`config.mk`:
```
export PLATFORM = sky130hd
export DESIGN_NAME = instr_decoder
export DESIGN_NICKNAME = d
export VERILOG_FILES = /design/src/rtl/idec_pkg.sv /design/src/rtl/idec_fields.sv /design/src/rtl/idec_ctrl.sv /design/src/rtl/instr_decoder.sv
export SDC_FILE = /design/constraint.sdc
export NUM_CORES = 1
export LEC_CHECK = 0
export BUFFER_PORTS_ARGS = -buffer_cell sky130_fd_sc_hd__buf_2
export CORE_MARGIN = 8
export CORE_UTILIZATION = 56
export CTS_CLUSTER_SIZE = 8
export DETAILED_ROUTE_END_ITERATION = 10
export PLACE_DENSITY = 0.85
export SLEW_MARGIN = 20
export SYNTH_ARGS = -nofsm -noshare
export SYNTH_HDL_FRONTEND = slang
export SYNTH_SLANG_ARGS = --single-unit
```
`constraint.sdc`:
```
create_clock -name clk_i -period 5.5 [get_ports clk_i]
set_clock_uncertainty 0.05 [all_clocks]
set_input_delay 1.1 -clock clk_i [delete_from_list [all_inputs] [get_ports clk_i]]
set_output_delay 1.1 -clock clk_i [all_outputs]
set_load 0.005 [all_outputs]
```
`src/rtl/idec_pkg.sv`:
```
package idec_pkg;
  localparam int unsigned INSTR_W = 16;
  localparam int unsigned ADDR_W  = 16;
  localparam int unsigned RIDX_W  = 5;
  localparam int unsigned OPC_W   = 4;
  localparam int unsigned OFF_W   = 10;

  typedef enum logic [1:0] {
    FMT_SIMM = 2'b00,
    FMT_RIMM = 2'b01,
    FMT_R2R  = 2'b10,
    FMT_NOP  = 2'b11
  } fmt_e;

  typedef enum logic [3:0] {
    ALU_NONE = 4'd0,  ALU_AND  = 4'd1,  ALU_OR   = 4'd2,  ALU_NOT  = 4'd3,
    ALU_SHL  = 4'd4,  ALU_SHR  = 4'd5,  ALU_SHLC = 4'd6,  ALU_SHRC = 4'd7,
    ALU_ROL  = 4'd8,  ALU_ROR  = 4'd9,  ALU_ROLC = 4'd10, ALU_RORC = 4'd11,
    ALU_ADD  = 4'd12
  } alu_op_e;

  typedef struct packed {
    alu_op_e alu;
    logic    reg_wr;
    logic    flag_we;
    logic    load;
    logic    store;
    logic    move;
    logic    load_imm;
    logic    branch;
    logic    br_carry;
    logic    br_abs;
    logic    br_user;
    logic    br_reg;
    logic    syscall;
    logic    swap;
    logic    illegal;
    logic    need_imm;
  } ctrl_t;
endpackage

```
`src/rtl/idec_fields.sv`:
```
module idec_fields
  import idec_pkg::*;
#(
  parameter int unsigned IW = INSTR_W,
  parameter int unsigned AW = ADDR_W,
  parameter int unsigned RW = RIDX_W,
  parameter int unsigned OW = OFF_W
) (
  input  logic [IW-1:0] instr_i,
  output fmt_e          fmt_o,
  output logic [3:0]    opc_o,
  output logic [RW-1:0] ra_o,
  output logic [RW-1:0] rb_o,
  output logic [AW-1:0] off_o
);
  localparam int unsigned OPC_LSB = IW - 2 - OPC_W;
  localparam int unsigned EXT_W   = AW - OW;

  logic [AW-1:0] sext;

  assign fmt_o = fmt_e'(instr_i[IW-1:IW-2]);
  assign opc_o = instr_i[IW-3:OPC_LSB];
  assign sext  = {{EXT_W{instr_i[OW-1]}}, instr_i[OW-1:0]};

  always_comb begin
    ra_o  = '0;
    rb_o  = '0;
    off_o = '0;
    unique case (fmt_o)
      FMT_R2R: begin
        ra_o = instr_i[2*RW-1:RW];
        rb_o = instr_i[RW-1:0];
      end
      FMT_RIMM: ra_o  = instr_i[2*RW-1:RW];
      FMT_NOP:  ra_o  = instr_i[RW-1:0];
      FMT_SIMM: off_o = sext;
      default: ;
    endcase
  end
endmodule

```
`src/rtl/idec_ctrl.sv`:
```
module idec_ctrl
  import idec_pkg::*;
#(
  parameter int unsigned RW       = RIDX_W,
  parameter int unsigned SREG_MAX = 4
) (
  input  fmt_e          fmt_i,
  input  logic [3:0]    opc_i,
  input  logic [RW-1:0] ra_i,
  input  logic          sup_i,
  output ctrl_t         ctrl_o
);
  localparam int unsigned LAST_ALU = 11;
  localparam logic [RW-1:0] SREG_LIM = RW'(SREG_MAX);

  always_comb begin
    ctrl_o     = '0;
    ctrl_o.alu = ALU_NONE;
    unique case (fmt_i)
      FMT_R2R: begin
        if (opc_i <= 4'(LAST_ALU)) begin
          ctrl_o.alu     = alu_op_e'(opc_i + 4'd1);
          ctrl_o.reg_wr  = 1'b1;
          ctrl_o.flag_we = 1'b1;
        end else begin
          unique case (opc_i)
            4'd12: begin ctrl_o.load = 1'b1; ctrl_o.reg_wr = 1'b1; end
            4'd13: ctrl_o.store = 1'b1;
            4'd14: begin ctrl_o.move = 1'b1; ctrl_o.reg_wr = 1'b1; end
            default: begin
              if (sup_i && (ra_i <= SREG_LIM)) begin
                ctrl_o.swap   = 1'b1;
                ctrl_o.reg_wr = 1'b1;
              end else begin
                ctrl_o.illegal = 1'b1;
              end
            end
          endcase
        end
      end
      FMT_RIMM: begin
        if (opc_i == 4'd0) ctrl_o.need_imm = 1'b1;
        else               ctrl_o.illegal  = 1'b1;
      end
      FMT_SIMM: begin
        unique case (opc_i)
          4'd0: ctrl_o.branch = 1'b1;
          4'd1: begin ctrl_o.branch = 1'b1; ctrl_o.br_carry = 1'b1; end
          default: ctrl_o.illegal = 1'b1;
        endcase
      end
      default: begin
        unique case (opc_i)
          4'd0: ctrl_o.syscall = 1'b1;
          4'd1: begin
            ctrl_o.branch = 1'b1; ctrl_o.br_abs = 1'b1; ctrl_o.br_reg = 1'b1;
          end
          4'd2: begin
            ctrl_o.branch = 1'b1; ctrl_o.br_abs = 1'b1; ctrl_o.br_reg = 1'b1;
            ctrl_o.br_user = 1'b1;
          end
          4'd3: begin ctrl_o.branch = 1'b1; ctrl_o.br_reg = 1'b1; end
          default: ctrl_o.illegal = 1'b1;
        endcase
      end
    endcase
  end
endmodule

```
`src/rtl/instr_decoder.sv`:
```
module instr_decoder
  import idec_pkg::*;
#(
  parameter int unsigned IW       = INSTR_W,
  parameter int unsigned AW       = ADDR_W,
  parameter int unsigned RW       = RIDX_W,
  parameter int unsigned OW       = OFF_W,
  parameter int unsigned SREG_MAX = 4
) (
  input  logic          clk_i,
  input  logic          rst_ni,
  input  logic          valid_i,
  input  logic [IW-1:0] instr_i,
  input  logic          sup_mode_i,
  output logic          dec_valid_o,
  output logic [3:0]    alu_op_o,
  output logic [RW-1:0] reg_a_o,
  output logic [RW-1:0] reg_b_o,
  output logic [IW-1:0] imm_o,
  output logic [AW-1:0] pc_off_o,
  output logic          reg_wr_o,
  output logic          flag_we_o,
  output logic          load_o,
  output logic          store_o,
  output logic          move_o,
  output logic          load_imm_o,
  output logic          branch_o,
  output logic          br_carry_o,
  output logic          br_abs_o,
  output logic          br_user_o,
  output logic          br_reg_o,
  output logic          syscall_o,
  output logic          swap_o,
  output logic          illegal_o,
  output logic          imm_wait_o
);
  fmt_e          f_fmt;
  logic [3:0]    f_opc;
  logic [RW-1:0] f_ra, f_rb;
  logic [AW-1:0] f_off;
  ctrl_t         dec_ctrl, ldi_ctrl, ctrl_q;

  logic          valid_q, wait_q;
  logic [RW-1:0] pend_q, ra_q, rb_q;
  logic [IW-1:0] imm_q;
  logic [AW-1:0] off_q;

  idec_fields #(.IW(IW), .AW(AW), .RW(RW), .OW(OW)) u_fields (
    .instr_i (instr_i),
    .fmt_o   (f_fmt),
    .opc_o   (f_opc),
    .ra_o    (f_ra),
    .rb_o    (f_rb),
    .off_o   (f_off)
  );

  idec_ctrl #(.RW(RW), .SREG_MAX(SREG_MAX)) u_ctrl (
    .fmt_i  (f_fmt),
    .opc_i  (f_opc),
    .ra_i   (f_ra),
    .sup_i  (sup_mode_i),
    .ctrl_o (dec_ctrl)
  );

  always_comb begin
    ldi_ctrl          = '0;
    ldi_ctrl.alu      = ALU_NONE;
    ldi_ctrl.load_imm = 1'b1;
    ldi_ctrl.reg_wr   = 1'b1;
  end

  always_ff @(posedge clk_i or negedge rst_ni) begin
    if (!rst_ni) begin
      valid_q <= 1'b0;
      wait_q  <= 1'b0;
      pend_q  <= '0;
      ctrl_q  <= '0;
      ra_q    <= '0;
      rb_q    <= '0;
      imm_q   <= '0;
      off_q   <= '0;
    end else begin
      valid_q <= 1'b0;
      if (valid_i) begin
        if (wait_q) begin
          // second word is raw data, never decoded
          wait_q  <= 1'b0;
          valid_q <= 1'b1;
          ctrl_q  <= ldi_ctrl;
          ra_q    <= '0;
          rb_q    <= pend_q;
          imm_q   <= instr_i;
          off_q   <= '0;
        end else if (dec_ctrl.need_imm) begin
          wait_q <= 1'b1;
          pend_q <= f_ra;
        end else begin
          valid_q <= 1'b1;
          ctrl_q  <= dec_ctrl;
          ra_q    <= f_ra;
          rb_q    <= f_rb;
          imm_q   <= '0;
          off_q   <= f_off;
        end
      end
    end
  end

  assign dec_valid_o = valid_q;
  assign imm_wait_o  = wait_q;
  assign alu_op_o    = ctrl_q.alu;
  assign reg_a_o     = ra_q;
  assign reg_b_o     = rb_q;
  assign imm_o       = imm_q;
  assign pc_off_o    = off_q;
  assign reg_wr_o    = ctrl_q.reg_wr;
  assign flag_we_o   = ctrl_q.flag_we;
  assign load_o      = ctrl_q.load;
  assign store_o     = ctrl_q.store;
  assign move_o      = ctrl_q.move;
  assign load_imm_o  = ctrl_q.load_imm;
  assign branch_o    = ctrl_q.branch;
  assign br_carry_o  = ctrl_q.br_carry;
  assign br_abs_o    = ctrl_q.br_abs;
  assign br_user_o   = ctrl_q.br_user;
  assign br_reg_o    = ctrl_q.br_reg;
  assign syscall_o   = ctrl_q.syscall;
  assign swap_o      = ctrl_q.swap;
  assign illegal_o   = ctrl_q.illegal;
endmodule

```
Word level (Yosys, flattened, before mapping)
Index checks and enable logic that the tools add are counted.
W data, S select, Z words.
- mux-type cells: 46
- equality and inequality tests: 10
- reductions and logical operators: 13
- magnitude comparators: 2
- add/subtract/negate cells: 1
- bitwise logic cells: 1
- operator list (operator ; number):
    $mux W16 ; 5
    $mux W19 ; 2
    $mux W5 ; 5
    $mux W1 ; 24
    $eq A4 B4 Y1 const B ; 3
    $pmux W5 S2 ; 1
    $mux W9 ; 1
    $reduce_or A3 Y1 ; 3
    $eq A4 B2 Y1 const B ; 2
    $mux W4 ; 2
    $reduce_or A2 Y1 ; 4
    $le A5 B3 Y1 const B ; 1
    $add A4 B1 Y4 const B ; 1
    $eq A2 B2 Y1 const B ; 2
    $eq A4 B1 Y1 const B ; 1
    $le A4 B4 Y1 const B ; 1
    $logic_not A4 Y1 ; 1
    $mux W2 ; 2
    $pmux W1 S2 ; 2
    $reduce_or A4 Y1 ; 1
    $mux W3 ; 1
    $pmux W1 S3 ; 1
    $reduce_and A3 Y1 ; 1
    $eq A2 B1 Y1 const B ; 1
    other kinds (5) ; 5
- output and inout port bits: 62
- flip-flop bits (word level): 67
- logic and storage cells: 95

Logic depth before layout (Yosys ltp)
Gate-level depths: netlist of run 1.
- word-level depth: 11
- mapped depth: 7
- mapped depth without buffers: 7

By module
A second synthesis of run 1 with hierarchy kept.
- cells, all modules: 313
- area, all modules: 3478.3 µm²
- modules (own cells, without submodules) (module ; area an instance (µm²) ; cells an instance ; seq. area each (µm²) ; instances):
    instr_decoder ; 2865.2 ; 224 ; 1676.6 ; 1
    idec_ctrl ; 310.3 ; 46 ; 0.0 ; 1
    idec_fields ; 302.8 ; 43 ; 0.0 ; 1

Worst setup path after synthesis of run 1
Ideal clock, no wire load.
- path type: input -> register
- start: input port instr_i[10]
- end: register ctrl_q, in the netlist reg_wr_o
- buffers on the path: 1
- setup slack: 2796 ps
- data required time: 5329 ps
- library setup time: 121 ps
- stages: 7
- arrival time: 2533 ps
- path through: inv_1 ha_1 or4b_4 o21ai_4 buf_4 nor2_1 a22o_1
- longest elaborated chain between the ends: 7
- elaborated cells on any way between the ends: 15
- ends and longest elaborated chain (item ; line ; RTL):
    from (decl) ; instr_decoder.sv:13 ; input logic [IW-1:0] instr_i,
    $eq A4 B4 Y1 ; idec_ctrl.sv:26 ; unique case (opc_i)
    $reduce_or A2 Y1 (no source line) ; - ;
    $pmux W1 S2 ; idec_ctrl.sv:26 ;
    $mux W1 ; idec_ctrl.sv:21 ; if (opc_i <= 4'(LAST_ALU)) begin
    $mux W9 ; idec_ctrl.sv:19 ; unique case (fmt_i)
    $mux W19 ; instr_decoder.sv:94 ; end else if (dec_ctrl.need_imm) begin
    $mux W19 ; instr_decoder.sv:85 ; if (wait_q) begin
    to (signal assigned) ; instr_decoder.sv:89 ; ctrl_q <= ldi_ctrl;
    to (signal assigned) ; instr_decoder.sv:99 ; ctrl_q <= dec_ctrl;
    to (decl) ; instr_decoder.sv:41 ; ctrl_t dec_ctrl, ldi_ctrl, ctrl_q;
Several ways; a longest one is shown, not always the timed one. The select of a mux whose other input is x is not followed.
A chain may end at the register's enable or synchronous reset.

Final worst setup path of run 1
- start: input port instr_i[10]
- end: register off_q[1] (netlist: pc_off_o[1])
- longest elaborated chain between the ends: 5
- ends and longest elaborated chain (item ; line ; RTL):
    $logic_not A4 Y1 ; idec_ctrl.sv:42 ; if (opc_i == 4'd0) ctrl_o.need_imm = 1'b1;
    $mux W1 ; idec_ctrl.sv:42 ;
    $mux W1 ; idec_ctrl.sv:19 ;
    $ne A2 B1 Y1 (no source line) ; - ;
    $reduce_and A2 Y1 (no source line) ; - ;
    to (signal assigned) ; instr_decoder.sv:103 ; off_q <= f_off;
    to (decl) ; instr_decoder.sv:46 ; logic [AW-1:0] off_q;
No other way between the ends.

==> reports/qor.yml, run 1 <==
clock_tree:
  worstSkewPairLatency_ns: 0.32
  number_of_cts_inserted_buffers: 9
  tritoncts_num_sinks: 61
  clock_tree.root_cell: "clkbuf_8"
  cts_max_level: 3
  post_cts.resized_instances: 0
  cts_buffer_depth: 2
  tritoncts: "yes"
  clock_edge_transition_at_the_registers_on_the_reported_setup_and_hold_paths_ns: 0.07
  cts_setup_buffers: 0
  cts.hold.buffers_added: 0
placement:
  placed_instance_count: 432
  gp_routability_congestion: 0.857
  half_perimeter_wire_length_after_placement_um: 5270
  numPortBuffers: 81
worst_hold_path:
  hold_path.class: "reg -> reg"
  worstHoldPathCells: 2
  worstHoldEndpoint: "imm_o[1]"
  hold_path.startpoint: "imm_o[1]"
synthesis:
  synthesized_instance_count: 305
  postSynthNetCount: 335
  synth.yosys.seq_area_share_pct: 53.1
  syn_avg_cell_area_um2: 9.43
  yosys_most_used_dff: "dfrtp_1"
  synth.ff_latch_count: 61
  netlist-cell-type-count: 37
  synth_top_cell_area_share_pct: 53.1
  synth_edf_count: 0
  top_cells_by_area_synth: "dfrtp_1, nand2_1, ha_1"
  mappedNetlistArea_um2: 2880
  synthArstFlopShare_pct: 100
  ys_warn_count: 0
  synth_largest_area_cell: "dfrtp_1"
floorplanning:
  pin_count: 82
  floorplan.rows: 26
  start_util_pct: 57.0
  chipHeight_um: 87.7
  dieArea_um2: 7680
  core_region_area_um2: 5040
  dieWidth_um: 87.7
setup_path:
  timing.critical_path.max_delay_family: "compound AO/OA/AOI/OAI gates"
  critical_path.n_buffers_inverters: 3
  required_ns: 5.63
  critPathCaptureType: "flop"
  ws_path_type: "in -> reg"
  regToRegEndpoint: "pc_off_o[1]"
  crit_path_start: "instr_i[10]"
  path_cells: "buf_2 -> inv_1 -> ha_1 -> or4b_4 -> o21ai_4 -> buf_4 -> o21ai_0"
  critPathSlowestCell: "o21ai_4"
  r2r.worst_path.cells: 4
  reg2reg_slack_ns: 2.98
  slowest_delay_ns: 0.68
  timing.critical_path.from_type: "input pin"
  crit_fanout: 47
  critPathArrivalTime_ns: 3.50
  crit-reg2reg-launch: "imm_wait_o"
route:
  drcViolationCount: 0
  detailed_route_wire_length_per_cell_um: 16.3
  drt_pre_antenna_iters: 4
  drt-initial-drc-count: 165
  route.antenna.remaining_nets: 0
  route.vias.total: 2437
  finalWirelength_um: 7310
  routed_via_density: 5.44
job:
  max_cap_viol_count: 0
timing:
  final_period_minus_worst_setup_slack_ns: 3.37
  timing_hold_violations_final: 0
  drv_slew: 0
  tightest_slew_ns: 0.922
  timing.setup.tns_ns: 0
  achievable-frequency_ghz: 0.297
  finalCritPeriodShare_pct: 61.3
  slew_headroom_pct: 38.4
  rsz0062_at_grt: "no"
  report.final.setup_viol: 0
power_and_ir_drop:
  leakage_power_nw: 1.85
  power-per-cell-area_nw_per_um2: 284
  peakVddDrop_uv: 190
final_layout:
  final_cell_mix: "nand2_1, buf_2, dfrtp_1"
  finalNonFillerCells: 448
  syn2layout_area_growth_pct: 19.4
  insertedDiodeCount: 0
  layout.cells.most_common: "nand2_1"
  final_layout_size_suffix_gt1_share_pct: 28.6
  nets_final: 403
  n_fill_cell: 393
global_routing:
  antenna_found_initial: 0
  grt_start_max_net_pins: 62
  grt_overflow: 0
  via_count_of_the_first_global_routing_pass: 2389
  first_pass_grt_wire_length_um: 12000
  grtUsageTotal_pct: 20.1
outcome:
  outcome: "completed"
-- sequential cells by signal, summed over array words and instances, names as in the netlist --
name	flops
reg_a_o	5
swap_o	1
illegal_o	1
branch_o	1
br_reg_o	1
alu_op_o	4
reg_b_o	5
pc_off_o	10
br_carry_o	1
syscall_o	1
pend_q	5
dec_valid_o	1
imm_o	16
load_imm_o	1
br_abs_o	1
move_o	1
br_user_o	1
flag_we_o	1
reg_wr_o	1
imm_wait_o	1
store_o	1
load_o	1
-- where the power goes --
part	switching [mW]	leakage, nW	internal (mW)
combinational	0.0851	0.936	0.0497
clock	0.166	0.0921	0.186
sequential	0.0142	0.822	0.475
total	0.265	1.85	0.711
-- metal layers --
| metal | vias to the layer above | wire, um | track usage, % |
|---|---|---|---|
| li1 | 1168 | - | - |
| met1 | 1164 | 3250 | 27.3 |
| met2 | 99 | 3400 | 29.8 |
| met3 | 6 | 587 | 4.41 |
| met4 | 0 | 70 | 9.69 |
| met5 | - | 0 | 0 |
-- cell usage after synthesis, drive strengths merged, types with 2 or more instances --
library cell,count
nand2,85
dfrtp,61
o21ai,26
nand3,22
clkbuf,14
buf,13
nor2,12
a22oi,10
ha,10
inv,7
mux2,6
o41ai,5
a22o,4
nor2b,4
nor3b,3
o31ai,3
and3,2
and4,2
nor4,2
-- how the worst max path moves through the flow --
stage | to | cells past startpoint | slack [ns]
floorplan | reg_wr_o | 7 | 2.80
global placement | flag_we_o | 7 | 1.91
detailed placement | pc_off_o[1] | 7 | 1.79
CTS | pc_off_o[1] | 7 | 2.14
global route | reg_b_o[4] | 7 | 1.98
finish | pc_off_o[1] | 7 | 2.13
-- cell type report --
class	instances	area [um^2]	share of cell area, %
tap	70	87.6	2.55
timing repair buffer	84	428	12.5
multi-input combinational	210	1190	34.6
sequential	61	1530	44.5
clock buffer	12	155	4.52
inverter	7	26.3	0.765
clock inverter	4	22.5	0.656
-- metrics by stage --
step	total power, mW	util (%)	worst slack, ns	hold slack, ns	instance area, um^2
3_3_place_gp	0.628	64.6	1.91	0.395	3260
2_1_floorplan	0.569	-	2.80	0.413	2880
3_5_place_dp	0.633	64.6	1.79	0.404	3260
6_report	0.976	68.1	2.13	0.417	3430
4_1_cts	0.982	68.1	2.14	0.423	3430
5_1_grt	1.03	68.1	1.98	0.437	3430
-- cells by family (layout without fill, tap and decap cells) --
family / count (synthesis) / count (layout) / share of synthesized area, %
AO/OA/AOI/OAI: 55 / 55 / 13.1
adder cells (fa/ha/maj): 10 / 10 / 4.35
buffers and inverters: 34 / 107 / 5.61
flip-flops: 61 / 61 / 53.1
multiplexers: 6 / 6 / 2.35
AND/OR/NAND/NOR: 139 / 139 / 21.5
-- worst reg2reg max path, cell delays in order, from the launching register on --
cell     delay, ns
dfrtp_1       0.39
or4b_4        0.56
o21ai_4       0.68
buf_4         0.51
o21ai_0       0.19
Note: power is estimated with default switching activity, not from simulation.
==> run 2: changes to the inputs <==
--- a/config.mk
+++ b/config.mk
@@ -7,10 +7,10 @@
 export LEC_CHECK = 0
 export BUFFER_PORTS_ARGS = -buffer_cell sky130_fd_sc_hd__buf_2
 export CORE_MARGIN = 8
-export CORE_UTILIZATION = 56
+export CORE_UTILIZATION = 52
 export CTS_CLUSTER_SIZE = 8
 export DETAILED_ROUTE_END_ITERATION = 10
-export PLACE_DENSITY = 0.85
+export PLACE_DENSITY = 0.8
 export SLEW_MARGIN = 20
 export SYNTH_ARGS = -nofsm -noshare
 export SYNTH_HDL_FRONTEND = slang
==> constraint.sdc (replaced) <==
create_clock -name clk_i -period 3.2 [get_ports clk_i]
set_clock_uncertainty 0.05 [all_clocks]
set_input_delay 0.64 -clock clk_i [delete_from_list [all_inputs] [get_ports clk_i]]
set_output_delay 0.64 -clock clk_i [all_outputs]
set_load 0.005 [all_outputs]
==> run 2 against run 1 <==
Compared with the run above: cell count is 1.3% higher; final area is 1.7% higher; clock power is 72% higher; first-iteration DRC count is 28% higher; worst setup slack worse by 1.4 ns; global-route usage is 1.6 points lower; core utilization is 3.9 points lower.
==> reports/qor.yml, run 2 (synthesis gave the netlist of run 1 again) <==
setup_path:
  worst_setup_path_endpoint: "reg_a_o[2]"
  regToRegEndpoint: "reg_a_o[2]"
  ws_path_type: "in -> reg"
  timing.critical_path.max_delay_family: "simple AND/OR/NAND/NOR gates"
  crit-reg2reg-launch: "imm_wait_o"
  crit_path_start: "instr_i[10]"
  crit_fanout: 22
  slowest_delay_ns: 0.53
  r2r.worst_path.cells: 5
  required_ns: 3.36
  path_depth: 8
  critical_path.n_buffers_inverters: 3
  critPathArrivalTime_ns: 2.63
  reg2reg_slack_ns: 1.16
  timing.critical_path.from_type: "input pin"
  critPathSlowestCell: "or4b_4"
  path_cells: "buf_2 -> inv_1 -> ha_1 -> or4b_4 -> o21ai_4 -> buf_4 -> nand2_1 -> o41ai_1"
  critPathCaptureType: "flop"
power_and_ir_drop:
  peakVddDrop_uv: 292
  power.share.combinational_pct: 14.3
  power-per-cell-area_nw_per_um2: 483
  swShare_pct: 28.3
  power.share.sequential_pct: 49.9
  pwr-share-clk_pct: 35.8
  leakage_power_nw: 1.87
  p_int_mw: 1.21
  switching_power_mw: 0.477
floorplanning:
  dieWidth_um: 90.4
  pin_count: 82
  start_util_pct: 52.9
  chipHeight_um: 90.4
  core_region_area_um2: 5440
  dieArea_um2: 8160
  floorplan.rows: 27
clock_tree:
  post_cts.resized_instances: 0
  cts.hold.buffers_added: 0
  tritoncts: "yes"
  cts_buffer_depth: 2
  tritoncts_num_sinks: 61
  number_of_cts_inserted_buffers: 9
  cts_setup_buffers: 0
  clock_tree.root_cell: "clkbuf_8"
  cts_max_level: 3
  worstSkewPairLatency_ns: 0.33
  clock_edge_transition_at_the_registers_on_the_reported_setup_and_hold_paths_ns: 0.07
placement:
  gp_routability_congestion: 0.876
  placed_instance_count: 438
  numPortBuffers: 81
  half_perimeter_wire_length_after_placement_um: 5480
  pre_cts_slack_ns: 0.428
global_routing:
  via_count_of_the_first_global_routing_pass: 2469
  grtUsageTotal_pct: 18.5
  antenna_found_initial: 0
  grt_overflow: 0
  first_pass_grt_wire_length_um: 12400
  grt_start_max_net_pins: 36
final_layout:
  nets_final: 407
  layout.cells.most_common: "nand2_1"
  final_cell_mix: "nand2_1, buf_2, dfrtp_1"
  n_fill_cell: 479
  largest_reg_flops: 16
  final_layout_size_suffix_gt1_share_pct: 29.3
  syn2layout_area_growth_pct: 21.4
  insertedDiodeCount: 0
  finalNonFillerCells: 454
route:
  routed_via_density: 5.52
  drcViolationCount: 0
  finalWirelength_um: 7530
  detailed_route_wire_length_per_cell_um: 16.6
  route.vias.total: 2505
  drt-initial-drc-count: 212
  route.antenna.remaining_nets: 0
  drt_pre_antenna_iters: 5
timing:
  report.final.setup_viol: 0
  drv_slew: 0
  tightest_slew_ns: 0.717
  final_critical_path_setup_slack_ns: 0.726
  slew_headroom_pct: 52.2
  final_period_minus_worst_setup_slack_ns: 2.47
  finalCritPeriodShare_pct: 77.3
  achievable-frequency_ghz: 0.404
  rsz0062_at_grt: "no"
  timing_hold_violations_final: 0
  timing.setup.tns_ns: 0
outcome:
  outcome: "completed"
job:
  max_cap_viol_count: 0
worst_hold_path:
  hold_path.class: "in -> async"
==> run 2: cell types whose count changed in the layout (fill, tap and decap cells not counted) <==
cell        delta
clkinv_4       +1
clkinv_2       -2
clkbuf_8       -1
buf_12         +2
clkinvlp_4     +2
buf_4          +2
==> run 2: cell type report <==
class	count	area (um^2)	area share, %
Clock buffer	11	141	4.05
Clock inverter	5	36.3	1.04
Tap cell	72	90.1	2.58
Sequential cell	61	1530	43.7
Inverter	7	26.3	0.753
Multi-Input combinational cell	210	1190	34.0
Timing Repair Buffer	88	483	13.8
==> run 2: worst min-delay path by stage <==
stage	endpoint	slack (ns)	cells after the start
floorplan	alu_op_o[0]	0.29	0
global placement	imm_o[10]	0.39	2
detailed placement	imm_o[10]	0.40	2
CTS	imm_o[12]	0.33	1
global route	imm_o[12]	0.36	1
finish	imm_o[12]	0.31	1
==> run 2: layer usage <==
metal  GRT usage [%]  routed length [um]  vias to the layer above  share of wire, %
li1                -                   -                     1180                 -
met1            25.1                3360                     1175                45
met2            27.8                3410                      136                45
met3            4.66                 653                       14               8.7
met4            6.52                 108                        0               1.4
met5               0                   0                        -                 0
==> run 2: worst register-to-register path: cells and delay by family (launching register included) <==
| family | cells | cell delay (ns) |
|---|---|---|
| AOI/OAI and AO/OA | 2 | 0.50 |
| and+or+nand+nor | 2 | 0.67 |
| DFF | 1 | 0.38 |
| buffers and inverters | 1 | 0.33 |
==> run 2: power groups by stage <==
stage	Sequential [mW]	Clock (mW)	Combinational [mW]
2_1_floorplan	0.857	0	0.120
3_3_place_gp	0.854	0	0.236
3_5_place_dp	0.856	0	0.242
4_1_cts	0.842	0.612	0.243
5_1_grt	0.847	0.640	0.269
6_report	0.842	0.604	0.242
==> run 2: metrics by stage <==
stage / cell area [um^2] / hold WS (ns) / utilization (%) / total power, mW
after detailed placement: 3310 / 0.400 / 60.9 / 1.10
after global routing: 3490 / 0.356 / 64.2 / 1.76
after CTS: 3490 / 0.331 / 64.2 / 1.70
final: 3490 / 0.306 / 64.2 / 1.69
after global placement: 3310 / 0.394 / 60.9 / 1.09
after floorplan: 2880 / 0.294 / - / 0.977
